`config.mk`:
```
export PLATFORM = sky130hd
export DESIGN_NAME = mdpu
export DESIGN_NICKNAME = d
export VERILOG_FILES = /design/src/rtl/mdpu_pkg.sv /design/src/rtl/mdpu_alu.sv /design/src/rtl/mdpu_cond.sv /design/src/rtl/mdpu.sv
export SDC_FILE = /design/constraint.sdc
export NUM_CORES = 2
export LEC_CHECK = 0
export ABC_AREA = 1
export BUFFER_PORTS_ARGS = -buffer_cell sky130_fd_sc_hd__buf_2
export CAP_MARGIN = 30
export CELL_PAD_IN_SITES_DETAIL_PLACEMENT = 1
export CELL_PAD_IN_SITES_GLOBAL_PLACEMENT = 2
export CORE_MARGIN = 10
export CORE_UTILIZATION = 38
export CTS_CLUSTER_SIZE = 12
export DETAILED_ROUTE_END_ITERATION = 12
export GPL_ROUTABILITY_DRIVEN = 0
export PLACE_DENSITY = 0.9
export REMOVE_ABC_BUFFERS = 1
export SLEW_MARGIN = 20
export SYNTH_ARGS = -nofsm -noshare
export SYNTH_HDL_FRONTEND = slang
export SYNTH_SLANG_ARGS = --single-unit
```
`constraint.sdc`:
```
create_clock -name clk -period 8.3 [get_ports clk]
set_input_delay 1.66 -clock clk [delete_from_list [all_inputs] [get_ports clk]]
set_output_delay 1.66 -clock clk [all_outputs]
set_load 0.005 [all_outputs]
```
`src/rtl/mdpu_pkg.sv`:
```
package mdpu_pkg;

  // Function codes carried with each operand set
  typedef enum logic [2:0] {
    F_MAC  = 3'd0,
    F_BFLY = 3'd1,
    F_TREE = 3'd2,
    F_SOD  = 3'd3,
    F_DOS  = 3'd4,
    F_LFSR = 3'd5,
    F_CNT  = 3'd6,
    F_CMP  = 3'd7
  } func_e;

endpackage

```
`src/rtl/mdpu_alu.sv`:
```
module mdpu_alu
  import mdpu_pkg::*;
#(
  parameter int          DW   = 16,
  parameter int          AW   = 32,
  parameter logic [DW-1:0] TAPS = 16'hB400
) (
  input  logic                 clk,
  input  logic                 rst_n,
  input  logic                 step,
  input  func_e                func,
  input  logic                 load,
  input  logic [DW-1:0]        a0,
  input  logic [DW-1:0]        a1,
  input  logic [DW-1:0]        a2,
  input  logic [DW-1:0]        a3,
  output logic signed [AW-1:0] r0,
  output logic signed [AW-1:0] r1
);

  localparam int XW = AW - DW;

  logic signed [AW-1:0] x0, x1, x2, x3;
  logic signed [AW-1:0] d0, d1, e0, e1;
  logic [DW-1:0] lfsr_q, lfsr_nx;
  logic [DW-1:0] cnt_q, cnt_nx;

  assign x0 = {{XW{a0[DW-1]}}, a0};
  assign x1 = {{XW{a1[DW-1]}}, a1};
  assign x2 = {{XW{a2[DW-1]}}, a2};
  assign x3 = {{XW{a3[DW-1]}}, a3};

  assign d0 = x0 - x1;
  assign d1 = x2 - x3;
  assign e0 = x0 + x1;
  assign e1 = x2 + x3;

  assign lfsr_nx = load ? a0 : {lfsr_q[DW-2:0], ^(lfsr_q & TAPS)};
  assign cnt_nx  = load ? a0 : cnt_q + a1;

  always_comb begin
    r0 = '0;
    r1 = '0;
    unique case (func)
      F_MAC: begin
        r0 = x0 * x1 + x2 * x3;
        r1 = '0;
      end
      F_BFLY: begin
        r0 = e0;
        r1 = d0;
      end
      F_TREE: begin
        r0 = e0 + e1;
        r1 = d0 + d1;
      end
      F_SOD: begin
        r0 = d0 + d1;
        r1 = (d0[AW-1] ? -d0 : d0) + (d1[AW-1] ? -d1 : d1);
      end
      F_DOS: begin
        r0 = e0 - e1;
        r1 = e1 - e0;
      end
      F_LFSR: begin
        r0 = {{XW{lfsr_nx[DW-1]}}, lfsr_nx};
        r1 = '0;
      end
      F_CNT: begin
        r0 = {{XW{cnt_nx[DW-1]}}, cnt_nx};
        r1 = {{(AW-1){1'b0}}, (cnt_nx == a2)};
      end
      F_CMP: begin
        r0 = (x0 > x1) ? x0 : x1;
        r1 = (x2 < x3) ? x2 : x3;
      end
      default: begin
        r0 = '0;
        r1 = '0;
      end
    endcase
  end

  // Sequence state advances only when its own operation leaves stage 1
  always_ff @(posedge clk or negedge rst_n) begin
    if (!rst_n) begin
      lfsr_q <= {{(DW-1){1'b0}}, 1'b1};
      cnt_q  <= '0;
    end else if (step) begin
      if (func == F_LFSR) lfsr_q <= lfsr_nx;
      if (func == F_CNT)  cnt_q  <= cnt_nx;
    end
  end

endmodule

```
`src/rtl/mdpu_cond.sv`:
```
module mdpu_cond #(
  parameter int DW  = 16,
  parameter int AW  = 32,
  parameter int SHW = 5
) (
  input  logic signed [AW-1:0] raw,
  input  logic                 sat,
  input  logic [SHW-1:0]       sh,
  output logic [DW-1:0]        y
);

  localparam logic signed [AW-1:0] HI = {{(AW-DW+1){1'b0}}, {(DW-1){1'b1}}};
  localparam logic signed [AW-1:0] LO = {{(AW-DW+1){1'b1}}, {(DW-1){1'b0}}};

  logic signed [AW-1:0] win;

  assign win = raw >>> sh;

  always_comb begin
    if (sat && (win > HI))      y = HI[DW-1:0];
    else if (sat && (win < LO)) y = LO[DW-1:0];
    else                        y = win[DW-1:0];
  end

endmodule

```
`src/rtl/mdpu.sv`:
```
module mdpu
  import mdpu_pkg::*;
#(
  parameter int            DW   = 16,
  parameter int            AW   = 32,
  parameter int            SHW  = 5,
  parameter logic [DW-1:0] TAPS = 16'hB400,
  localparam int           CW   = SHW + 2
) (
  input  logic          clk,
  input  logic          rst_n,
  input  logic          in_valid,
  output logic          in_ready,
  input  logic [DW-1:0] in_a0,
  input  logic [DW-1:0] in_a1,
  input  logic [DW-1:0] in_a2,
  input  logic [DW-1:0] in_a3,
  input  logic [2:0]    in_mode,
  input  logic [CW-1:0] in_cfg,
  output logic          out_valid,
  input  logic          out_ready,
  output logic [DW-1:0] out_y0,
  output logic [DW-1:0] out_y1
);

  localparam int LANES = 2;

  logic adv, take;

  // stage 1: captured operands
  logic           s1_v, s1_ld, s1_sat;
  logic [SHW-1:0] s1_sh;
  func_e          s1_f;
  logic [DW-1:0]  s1_a0, s1_a1, s1_a2, s1_a3;

  // stage 2: raw function results
  logic                 s2_v, s2_ld, s2_sat;
  logic [SHW-1:0]       s2_sh;
  func_e                s2_f;
  logic signed [AW-1:0] s2_r0, s2_r1;
  logic signed [AW-1:0] alu_r0, alu_r1;

  // stage 3: after accumulation
  logic                 s3_v, s3_sat;
  logic [SHW-1:0]       s3_sh;
  logic signed [AW-1:0] s3_r [LANES];
  logic signed [AW-1:0] acc_q, acc_nx;

  // stage 4: conditioned results, stage 5: output
  logic          s4_v, s5_v;
  logic [DW-1:0] s4_yn [LANES];
  logic [DW-1:0] s4_y  [LANES];
  logic [DW-1:0] s5_y  [LANES];

  assign adv      = !(s5_v && !out_ready);
  assign in_ready = adv;
  assign take     = in_valid && adv;

  always_ff @(posedge clk or negedge rst_n) begin
    if (!rst_n) begin
      s1_v   <= 1'b0;
      s1_ld  <= 1'b0;
      s1_sat <= 1'b0;
      s1_sh  <= '0;
      s1_f   <= F_MAC;
      s1_a0  <= '0;
      s1_a1  <= '0;
      s1_a2  <= '0;
      s1_a3  <= '0;
    end else if (adv) begin
      s1_v <= take;
      if (take) begin
        s1_ld  <= in_cfg[0];
        s1_sat <= in_cfg[1];
        s1_sh  <= in_cfg[CW-1:2];
        s1_f   <= func_e'(in_mode);
        s1_a0  <= in_a0;
        s1_a1  <= in_a1;
        s1_a2  <= in_a2;
        s1_a3  <= in_a3;
      end
    end
  end

  mdpu_alu #(.DW(DW), .AW(AW), .TAPS(TAPS)) u_alu (
    .clk   (clk),
    .rst_n (rst_n),
    .step  (adv && s1_v),
    .func  (s1_f),
    .load  (s1_ld),
    .a0    (s1_a0),
    .a1    (s1_a1),
    .a2    (s1_a2),
    .a3    (s1_a3),
    .r0    (alu_r0),
    .r1    (alu_r1)
  );

  always_ff @(posedge clk or negedge rst_n) begin
    if (!rst_n) begin
      s2_v   <= 1'b0;
      s2_ld  <= 1'b0;
      s2_sat <= 1'b0;
      s2_sh  <= '0;
      s2_f   <= F_MAC;
      s2_r0  <= '0;
      s2_r1  <= '0;
    end else if (adv) begin
      s2_v   <= s1_v;
      s2_ld  <= s1_ld;
      s2_sat <= s1_sat;
      s2_sh  <= s1_sh;
      s2_f   <= s1_f;
      s2_r0  <= alu_r0;
      s2_r1  <= alu_r1;
    end
  end

  assign acc_nx = (s2_ld ? '0 : acc_q) + s2_r0;

  always_ff @(posedge clk or negedge rst_n) begin
    if (!rst_n) begin
      acc_q  <= '0;
      s3_v   <= 1'b0;
      s3_sat <= 1'b0;
      s3_sh  <= '0;
      s3_r[0] <= '0;
      s3_r[1] <= '0;
    end else if (adv) begin
      s3_v   <= s2_v;
      s3_sat <= s2_sat;
      s3_sh  <= s2_sh;
      if (s2_f == F_MAC) begin
        s3_r[0] <= acc_nx;
        s3_r[1] <= s2_r0;
        if (s2_v) acc_q <= acc_nx;
      end else begin
        s3_r[0] <= s2_r0;
        s3_r[1] <= s2_r1;
      end
    end
  end

  for (genvar g = 0; g < LANES; g++) begin : g_lane
    mdpu_cond #(.DW(DW), .AW(AW), .SHW(SHW)) u_cond (
      .raw (s3_r[g]),
      .sat (s3_sat),
      .sh  (s3_sh),
      .y   (s4_yn[g])
    );

    always_ff @(posedge clk or negedge rst_n) begin
      if (!rst_n) begin
        s4_y[g] <= '0;
        s5_y[g] <= '0;
      end else if (adv) begin
        s4_y[g] <= s4_yn[g];
        s5_y[g] <= s4_y[g];
      end
    end
  end

  always_ff @(posedge clk or negedge rst_n) begin
    if (!rst_n) begin
      s4_v <= 1'b0;
      s5_v <= 1'b0;
    end else if (adv) begin
      s4_v <= s3_v;
      s5_v <= s4_v;
    end
  end

  assign out_valid = s5_v;
  assign out_y0    = s5_y[0];
  assign out_y1    = s5_y[1];

endmodule

```
==> out/metrics.cfg <==
[setup_path]
timing.rr.start=s1_a3[3]
reg2reg_to=s2_r0[31]
critPathArrivalTime_ns=8.64
cp-end-kind=flip-flop
crit_type=reg -> reg
ff2ff_setup_slack_ns=0.21
startpoint_type=flip-flop
worstPathRequired_ns=8.84
critPathMaxFanout=11
r2r_cells=26

[logic_synthesis]
seq_area_frac_synth_pct=16.9
muxShareOfSynthArea_pct=0.839
yosys_most_used_dff=dfrtp_1
synth_edf_count=0
synth-xor-area-share_pct=2.58
synth_cells=7338
async_reset_ff_share_pct=100
synth-simple-area-share_pct=22.6
synthAdderAreaFrac_pct=31.1
postSynthAreaPerCell_um2=7.07
syn_area_mm2=0.0519
ys_seq_elements=351
synth_compound_area_share_pct=12.8
synth.distinct_cells=68
yosys_warnings=0
synth_top_family_by_area=adder cells

[layout]
seq_area_mm2=0.00879
fill_cells=17300
nets=8329
drive_above_1_share_pct=5.77
final_common_cell=nand2_1
area_delta_synth_final_pct=7.85
multiInputGateArea_mm2=0.0365
final_cell_mix=nand2_1 (1873), inv_1 (1414), fa_1 (582), nor2_1 (515), o21ai_0 (467)

[hold_path]
whs_path_depth=2
hold_class=reg -> reg
hold_end=out_valid
hp-start=s4_v

[floorplan]
dieArea_mm2=0.152
initial_core_util_pct=38.3
core_mm2=0.136
fp.dieW_um=390
pin_count=112
die_y_um=390
row_count=135

[route]
detail-route-antenna-nets=0
drt_iter0_drc=3590
vias_per_cell=5.44
wl_per_cell_um=23.8
drc_errors=0
vias=49700
routed_wl_um=217000
dr.pass1.iters=5

[cts]
h-tree-depth=2
post-cts-setup-buffers=0
cts_root_buf=clkbuf_16
cts_sinks=351
clk-insertion-delay-late_ns=0.65
tritoncts=done
clk_path_buf_depth=3
cts_made_buffers=47
cts.clk_slew.worst_paths_ns=0.06

[run_status]
status=complete, no violations

[global_routing]
grt_pass1_vias=53200
antenna_found_initial=5
grt_pass1_wl_um=327000
overflow=0
grt_max_degree=160
track_usage_pct=28.2

[timing]
fmax_mhz=124
finalClockSkew_ns=0.0232
slew_violations=0
rsz0062_at_grt=no
setup_viol=0
holdWs_ns=0.453
hold_viol_final=0
fin_tns_setup_ns=0
fin_crit_sh_pct=97.5
worst_slew_pin_slew_ns=1.08
fin_crit_ns=8.09
relSlewSlack_pct=27.5

[place]
portBuffers=111
hpwl_um=179000

[run]
drv_cap=0

==> layout make-up <==
class / count / area share [%]
repair buffers: 218 / 2.61
inverters: 1441 / 9.67
well taps: 1781 / 3.98
clock buffers: 66 / 2.41
diodes: 5 / 0.0223
multi-input cells: 5250 / 65.2
clock inverters: 20 / 0.442
flip-flops and latches: 351 / 15.7
==> cell families (layout without fill, tap and decap cells) <==
family	count (synthesis)	count (layout)
and+or+nand+nor	2880	2880
buffers and inverters	1764	1745
AOI/OAI and AO/OA	1207	1207
adders and majority gates	942	942
DFF	351	351
xor gates and xnor gates	151	151
muxes	42	42
other	1	33
==> registers in the layout, summed over array words and instances, names as in the netlist, 32 cells and up <==
register	cells
s2_r0	32
s3_r	64
acc_q	32
s2_r1	32
s4_y	32
==> Yosys cell counts, types with 74 or more instances <==
| cell type | instances | share of area [%] |
|---|---|---|
| nor2_1 | 517 | 3.7 |
| dfrtp_1 | 350 | 17 |
| nand2_1 | 1874 | 14 |
| nor3_1 | 74 | 0.71 |
| fa_1 | 582 | 22 |
| a21oi_1 | 443 | 4.3 |
| nand3_1 | 237 | 2.3 |
| o21ai_0 | 467 | 4.5 |
| xor2_1 | 107 | 1.8 |
| ha_1 | 360 | 8.7 |
| clkbuf_1 | 248 | 1.8 |
| inv_1 | 1416 | 10 |
==> how the worst max path moves through the flow <==
| stage | cells after the start | start | end | slack [ns] |
|---|---|---|---|---|
| 2_1_floorplan | 4 | out_ready | s1_a0[10] | -4.61 |
| 3_3_place_gp | 26 | s1_a3[1] | s2_r0[31] | 0.36 |
| 3_5_place_dp | 26 | s1_a3[1] | s2_r0[31] | 0.14 |
| 4_1_cts | 26 | s1_a3[1] | s2_r0[31] | 0.12 |
| 5_1_grt | 30 | s1_a1[15] | s2_r0[26] | 0.02 |
| 6_report | 26 | s1_a3[3] | s2_r0[31] | 0.21 |
==> metrics by stage <==
stage | instances | setup WS [ns] | util, % | cell area, um^2
floorplan | 7042 | -4.61 | - | 50600
global placement | 9032 | 0.360 | 40.0 | 54300
detailed placement | 9034 | 0.143 | 40.0 | 54300
CTS | 9120 | 0.117 | 41.2 | 55900
global route | 9127 | 0.0171 | 41.3 | 56000
finish | 9132 | 0.207 | 41.3 | 56000
==> critical path: stages, from the launching register on <==
cell	delay, ns
dfrtp_1	0.71
nand2_1	0.16
fa_1	0.67
inv_1	0.19
fa_1	0.69
inv_1	0.19
fa_1	0.51
inv_1	0.05
fa_1	0.65
fa_1	0.48
fa_1	0.43
fa_1	0.53
inv_1	0.05
fa_1	0.50
inv_1	0.06
ha_1	0.51
nand2_1	0.21
nor4_2	0.43
nand3_1	0.19
nand3_1	0.21
a21oi_1	0.12
nand3_1	0.09
nand3_1	0.09
nand2_1	0.08
inv_1	0.05
nand2_1	0.06
nand2_1	0.04
==> routing by layer <==
layer	track usage, %	wire length [um]	vias to the layer above
li1	-	-	22600
met1	32.6	83500	24800
met2	47.6	103000	1640
met3	5.17	13700	645
met4	18.6	17500	6
met5	0	48	-
==> what timing repair did <==
action	CTS	global route
setup endpoints to repair	0	5
hold buffers	0	0
resized for setup	0	7
Power is not shown: default switching activity piles up to over one toggle a cycle in this logic, so the estimate is an artifact.
